--- src/rtl/ccc_pkg.sv ---
package ccc_pkg;
  typedef enum logic [1:0] {
    STEP_NONE = 2'd0,
    STEP_UP   = 2'd1,
    STEP_DOWN = 2'd2
  } step_e;
endpackage

--- src/rtl/ccc_rst_sync.sv ---
module ccc_rst_sync #(
  parameter int STAGES = 2
) (
  input  logic clk,
  input  logic rst_n,
  output logic rst_n_sync
);
  logic [STAGES-1:0] sync_q;

  always_ff @(posedge clk or negedge rst_n) begin
    if (!rst_n) sync_q <= '0;
    else        sync_q <= {sync_q[STAGES-2:0], 1'b1};
  end

  assign rst_n_sync = sync_q[STAGES-1];
endmodule

--- src/rtl/ccc_pre_counter.sv ---
module ccc_pre_counter
  import ccc_pkg::*;
#(
  parameter int PRE_W = 4
) (
  input  logic clk,
  input  logic rst_n,
  input  logic step_valid,
  input  logic step_up,
  output logic wrap_up,
  output logic wrap_down,
  output logic carry_q,
  output logic borrow_q
);
  localparam int BOUND = (2 ** (PRE_W - 1)) - 1;

  logic signed [PRE_W-1:0] pre_q, pre_d;
  logic                    carry_d, borrow_d;
  step_e                   step;

  always_comb begin
    if (!step_valid)  step = STEP_NONE;
    else if (step_up) step = STEP_UP;
    else              step = STEP_DOWN;
  end

  always_comb begin
    wrap_up   = 1'b0;
    wrap_down = 1'b0;
    pre_d     = pre_q;
    case (step)
      STEP_UP: begin
        if (pre_q == PRE_W'(BOUND - 1)) begin
          wrap_up = 1'b1;
          pre_d   = '0;
        end else begin
          pre_d = pre_q + PRE_W'(1);
        end
      end
      STEP_DOWN: begin
        if (pre_q == -PRE_W'(BOUND - 1)) begin
          wrap_down = 1'b1;
          pre_d     = '0;
        end else begin
          pre_d = pre_q - PRE_W'(1);
        end
      end
      default: pre_d = pre_q;
    endcase
    carry_d  = wrap_up;
    borrow_d = wrap_down;
  end

  always_ff @(posedge clk or negedge rst_n) begin
    if (!rst_n) begin
      pre_q    <= '0;
      carry_q  <= 1'b0;
      borrow_q <= 1'b0;
    end else begin
      if (step_valid) pre_q <= pre_d;
      carry_q  <= carry_d;
      borrow_q <= borrow_d;
    end
  end

  // Checker state: accepted steps since the last pulse, saturating at BOUND.
  logic [PRE_W-1:0] gap_q;
  always_ff @(posedge clk or negedge rst_n) begin
    if (!rst_n) gap_q <= '0;
    else if (carry_q || borrow_q) gap_q <= PRE_W'(step_valid);
    else if (step_valid && gap_q != PRE_W'(BOUND)) gap_q <= gap_q + PRE_W'(1);
  end

  assert_pre_in_range_R2: assert property (@(posedge clk) disable iff (!rst_n)
    (pre_q < PRE_W'(BOUND)) && (pre_q > -PRE_W'(BOUND)));

  assert_carry_one_cycle_R2: assert property (@(posedge clk) disable iff (!rst_n)
    carry_q |=> !carry_q);

  assert_borrow_one_cycle_R3: assert property (@(posedge clk) disable iff (!rst_n)
    borrow_q |=> !borrow_q);

  assert_no_dual_pulse_R8: assert property (@(posedge clk) disable iff (!rst_n)
    !(carry_q && borrow_q));

  assert_pulse_spacing_R8: assert property (@(posedge clk) disable iff (!rst_n)
    (wrap_up || wrap_down) |-> (gap_q >= PRE_W'(BOUND - 1)));

  assert_pre_clear_R2: assert property (@(posedge clk) disable iff (!rst_n)
    (wrap_up || wrap_down) |=> (pre_q == '0));
endmodule

--- src/rtl/ccc_main_counter.sv ---
module ccc_main_counter #(
  parameter int MAIN_W    = 6,
  parameter int INIT_CODE = 32
) (
  input  logic              clk,
  input  logic              rst_n,
  input  logic              inc,
  input  logic              dec,
  output logic [MAIN_W-1:0] code_q
);
  localparam logic [MAIN_W-1:0] CODE_MAX  = {MAIN_W{1'b1}};
  localparam logic [MAIN_W-1:0] CODE_MIN  = '0;
  localparam logic [MAIN_W-1:0] CODE_INIT = MAIN_W'(INIT_CODE);

  logic [MAIN_W-1:0] code_d;
  logic              code_en;

  always_comb begin
    code_en = 1'b0;
    code_d  = code_q;
    if (inc && code_q != CODE_MAX) begin
      code_en = 1'b1;
      code_d  = code_q + MAIN_W'(1);
    end else if (dec && code_q != CODE_MIN) begin
      code_en = 1'b1;
      code_d  = code_q - MAIN_W'(1);
    end
  end

  always_ff @(posedge clk or negedge rst_n) begin
    if (!rst_n)       code_q <= CODE_INIT;
    else if (code_en) code_q <= code_d;
  end

  assert_inc_step_R4: assert property (@(posedge clk) disable iff (!rst_n)
    (inc && code_q != CODE_MAX) |=> (code_q == MAIN_W'($past(code_q) + 1'b1)));

  assert_dec_step_R5: assert property (@(posedge clk) disable iff (!rst_n)
    (dec && code_q != CODE_MIN) |=> (code_q == MAIN_W'($past(code_q) - 1'b1)));

  assert_hold_R6: assert property (@(posedge clk) disable iff (!rst_n)
    (!inc && !dec) |=> $stable(code_q));

  assert_sat_top_R7: assert property (@(posedge clk) disable iff (!rst_n)
    (inc && code_q == CODE_MAX) |=> (code_q == CODE_MAX));

  assert_sat_bottom_R7: assert property (@(posedge clk) disable iff (!rst_n)
    (dec && code_q == CODE_MIN) |=> (code_q == CODE_MIN));
endmodule

--- src/rtl/coef_cascade_counter.sv ---
module coef_cascade_counter #(
  parameter int PRE_W     = 4,
  parameter int MAIN_W    = 6,
  parameter int INIT_CODE = 32
) (
  input  logic              clk,
  input  logic              rst_n,
  input  logic              upd_valid,
  input  logic              upd_up,
  output logic [MAIN_W-1:0] coef_code,
  output logic              carry_pulse,
  output logic              borrow_pulse
);
  logic rst_n_int;
  logic wrap_up, wrap_down;

  ccc_rst_sync #(.STAGES(2)) u_rst_sync (
    .clk        (clk),
    .rst_n      (rst_n),
    .rst_n_sync (rst_n_int)
  );

  ccc_pre_counter #(.PRE_W(PRE_W)) u_pre (
    .clk        (clk),
    .rst_n      (rst_n_int),
    .step_valid (upd_valid),
    .step_up    (upd_up),
    .wrap_up    (wrap_up),
    .wrap_down  (wrap_down),
    .carry_q    (carry_pulse),
    .borrow_q   (borrow_pulse)
  );

  ccc_main_counter #(.MAIN_W(MAIN_W), .INIT_CODE(INIT_CODE)) u_main (
    .clk    (clk),
    .rst_n  (rst_n_int),
    .inc    (wrap_up),
    .dec    (wrap_down),
    .code_q (coef_code)
  );

  assert_reset_code_R1: assert property (@(posedge clk)
    !rst_n_int |=> (!carry_pulse && !borrow_pulse));
endmodule

--- config.mk ---
export PLATFORM = sky130hd
export DESIGN_NAME = coef_cascade_counter
export DESIGN_NICKNAME = d
export VERILOG_FILES = /design/src/rtl/ccc_pkg.sv /design/src/rtl/ccc_rst_sync.sv /design/src/rtl/ccc_pre_counter.sv /design/src/rtl/ccc_main_counter.sv /design/src/rtl/coef_cascade_counter.sv
export SDC_FILE = /design/constraint.sdc
export NUM_CORES = 1
export LEC_CHECK = 0
export CORE_MARGIN = 2
export CORE_UTILIZATION = 48
export DETAILED_ROUTE_END_ITERATION = 6
export PLACE_DENSITY_LB_ADDON = 0.25
export SLEW_MARGIN = 5
export SYNTH_ARGS = -nofsm -noshare
export SYNTH_HDL_FRONTEND = slang
export SYNTH_SLANG_ARGS = --single-unit
--- constraint.sdc ---
create_clock -name clk -period 0.8 [get_ports clk]
set_clock_uncertainty 0.05 [all_clocks]
set_input_delay 0.08 -clock clk [delete_from_list [all_inputs] [get_ports clk]]
set_output_delay 0.08 -clock clk [all_outputs]
set_load 0.01 [all_outputs]
==> flow_summary_export.csv <==
group,metric,value,unit
grt,grt_pass1_wl,4215,um
worst_hold_path,min_path_type,"flop to async pin",
detailed_routing,viasPerCell,5.367,
timing,clock.fmax,467.0,MHz
yosys,synth_flop_cell,"dfrtp_1",
detailed_routing,firstDrtPassIters,4,
critical_path,critPathSlowestCell,"dfrtp_1",
power_and_ir_drop,ir_drop,2.594,mV
cells_and_area,final_net_count,153,
job,maxCapViolCount,0,
cells_and_area,fin_area,1598,um^2
clocking,cts.reportedPaths.clkPinSlew,0.07,ns
floorplanning,num_rows,16,
critical_path,crit_family,"simple AND/OR/NAND/NOR gates",
place,hpwl,1741,um
floorplanning,dieArea,2373,um^2
detailed_routing,highest_layer,"met4",
critical_path,cp-end-kind,"flop",
critical_path,required,0.96,ns
detailed_routing,met3_length,94,um
clocking,insertion_delay,0.28,ns
grt,overflow,0,
place,globalplace.congestion,0.8374,
yosys,ys_ff_latch,14,
cells_and_area,synthToLayoutAreaGrowth,66.49,%
detailed_routing,ant_nets,0,
clocking,root_buffer,"clkbuf_4",
grt,grt_max_degree,10,
place,dp.cells,151,
yosys,ys_types,40,
yosys,syn-mean-instance-area,10.66,um^2
clocking,tritoncts,"done",
critical_path,crit_chain,"inv_2, ha_4, and2_4, o211ai_1, buf_4, ha_1, or2_2, a211o_1, nand4_1",
detailed_routing,routedWlPerCell,16.42,um
critical_path,max_stage_delay,0.39,ns
clocking,numCtsBuffers,3,
cells_and_area,antenna_cells,0,
power_and_ir_drop,powerDensity,3737,nW/um^2
cells_and_area,mostFrequentLayoutCell,"buf_4",
detailed_routing,wl_met2,1326,um
detailed_routing,vias,891,
floorplanning,die_y,48.72,um
critical_path,critPathArrivalTime,2.30,ns
cells_and_area,drive_gt1_frac,0.6259,
timing,rsz0062_at_grt,"yes",
yosys,syn_nets,103,
place,numPortBuffers,11,
timing,hold_viol,0,
yosys,ys_seq_area_frac,0.3664,
timing,post-route-period-util,2.677,
cells_and_area,final_cell_mix,"buf_4, buf_6, dfrtp_1",
critical_path,rr_worst_depth,9,
detailed_routing,m1WireLength,1301,um
timing,setup_violations,20,
floorplanning,initial_core_util,0.4993,
floorplanning,die_w,48.72,um
detailed_routing,drc_errors,0,
yosys,synth_edf_count,0,
detailed_routing,drt-initial-drc-count,13,
floorplanning,io_pins,12,
timing,min_period,2.141,ns
cells_and_area,final_core_util,0.8314,
power_and_ir_drop,cellLeakagePower,0.6935,nW
cells_and_area,layoutNonFillerInstCount,166,
grt,antenna_found_initial,0,
critical_path,worst-path-stages,9,
place,placed_cell_area,1316,um^2
clocking,cts_buffer_depth,2,
yosys,yosys_warnings,0,
detailed_routing,drt_wl_total,2726,um
grt,track_usage,0.2319,
outcome,violations,"negative setup slack",
yosys,synthesis.area,959.7,um^2
yosys,async_flop_share,1.000,
timing,slew_violations,0,
timing,timing.final.ws_setup,-1.341,ns
critical_path,critPathBufInv,2,
critical_path,critPathKind,"flop to flop",
clocking,clock_sinks,14,
yosys,synth_cells,90,
floorplanning,core-area,1922,um^2
grt,grt_pass1_vias,884,
clocking,htree_levels,1,
critical_path,cp_max_fo,6,
critical_path,start_kind,"flop",
outcome,outcome,"finished, violations left",
timing,final.setup.tns,-12.92,ns
==> path summary, 6_finish.rpt <==
check	end	start	slack, ns
worst max-delay path	u_main.code_q[5]	u_pre.pre_q[0]	-1.34
worst min-delay path	u_pre.borrow_q	u_rst_sync.sync_q[1]	0.06
worst max register to register	u_main.code_q[5]	u_pre.pre_q[0]	-1.34
worst min register to register	u_pre.borrow_q	u_rst_sync.sync_q[1]	0.06
max in group asynchronous	u_rst_sync.sync_q[0]	rst_n	0.12
min in group clk	u_rst_sync.sync_q[1]	u_rst_sync.sync_q[0]	0.31
==> worst register-to-register path: stages (launching register included) <==
cell and delay (ns):
dfrtp_1 0.39, inv_2 0.10, ha_4 0.13, and2_4 0.13, o211ai_1 0.08, buf_4 0.18, ha_1 0.29, or2_2 0.33
a211o_1 0.31, nand4_1 0.09
==> stage by stage <==
stage	setup slack (ns)	power, mW	hold WS, ns
final	-1.341	5.971	0.05507
after global routing	-1.452	6.381	0.07092
after CTS	-1.325	5.299	0.05594
after detailed placement	-1.542	4.411	0.04215
after global placement	-1.440	4.300	0.04955
after floorplan	-1.453	3.216	-0.2656
==> flip-flops by register name, indices dropped and copies added, names as in the netlist <==
| register | count |
|---|---|
| u_pre.pre_q | 4 |
| u_pre.borrow_q | 1 |
| u_main.code_q | 6 |
| u_pre.carry_q | 1 |
| u_rst_sync.sync_q | 2 |
==> cell usage after synthesis (all sizes together) (2+ instances only) <==
library cell	number	area (um^2)
a21o	4	31.28
inv	4	15.01
nand3	2	10.01
xor2	2	17.52
xnor2	2	17.52
and2	3	18.77
clkbuf	2	17.51
ha	8	100.1
nand4	4	25.02
nand2	2	7.510
a31oi	3	18.77
dfrtp	13	325.3
mux2	5	56.30
a21oi	5	25.02
o21ai	6	30.03
nor2	4	15.01
==> layout make-up <==
class                      count  area (um^2)
tap                           27        33.78
inverter                       4        17.52
multi-input combinational     69        724.4
fill                         118        324.1
clock buffer                   4        26.28
sequential                    14        355.3
timing repair buffer          48        440.4
==> repair_timing <==
action	CTS	global route
setup buffers	3	11
resized for setup	61	21
hold endpoints to repair	2	0
hold buffers	1	0
pin swaps	10	6
endpoints found under the setup margin	20	20
==> report_power, final <==
group / internal (mW) / total [mW] / switching, mW
sequential: 0.975 / 1.17 / 0.194
clock: 0.193 / 0.410 / 0.217
combinational: 2.45 / 4.39 / 1.94
total: 3.62 / 5.97 / 2.36
==> kinds of logic (layout without fill, tap and decap cells) <==
family                   Yosys count  count (layout)  share of synthesized area
AO/OA/AOI/OAI                     28              28                     0.2034
AND/OR/NAND/NOR                   22              22                     0.1382
XOR/XNOR                           4               4                    0.03651
buffers and inverters              7              56                    0.06778
other                              1               1                   0.003908
flip-flops                        14              14                     0.3664
multiplexers                       5               5                    0.05867
adder cells (fa/ha/maj)            9               9                     0.1252
==> layer usage <==
layer / up-vias / GRT usage
met5: - / 0
met4: 0 / 0.03333
met3: 2 / 0.07716
met2: 16 / 0.3699
met1: 438 / 0.3130
li1: 435 / -
(Power assumes the default switching activity.)
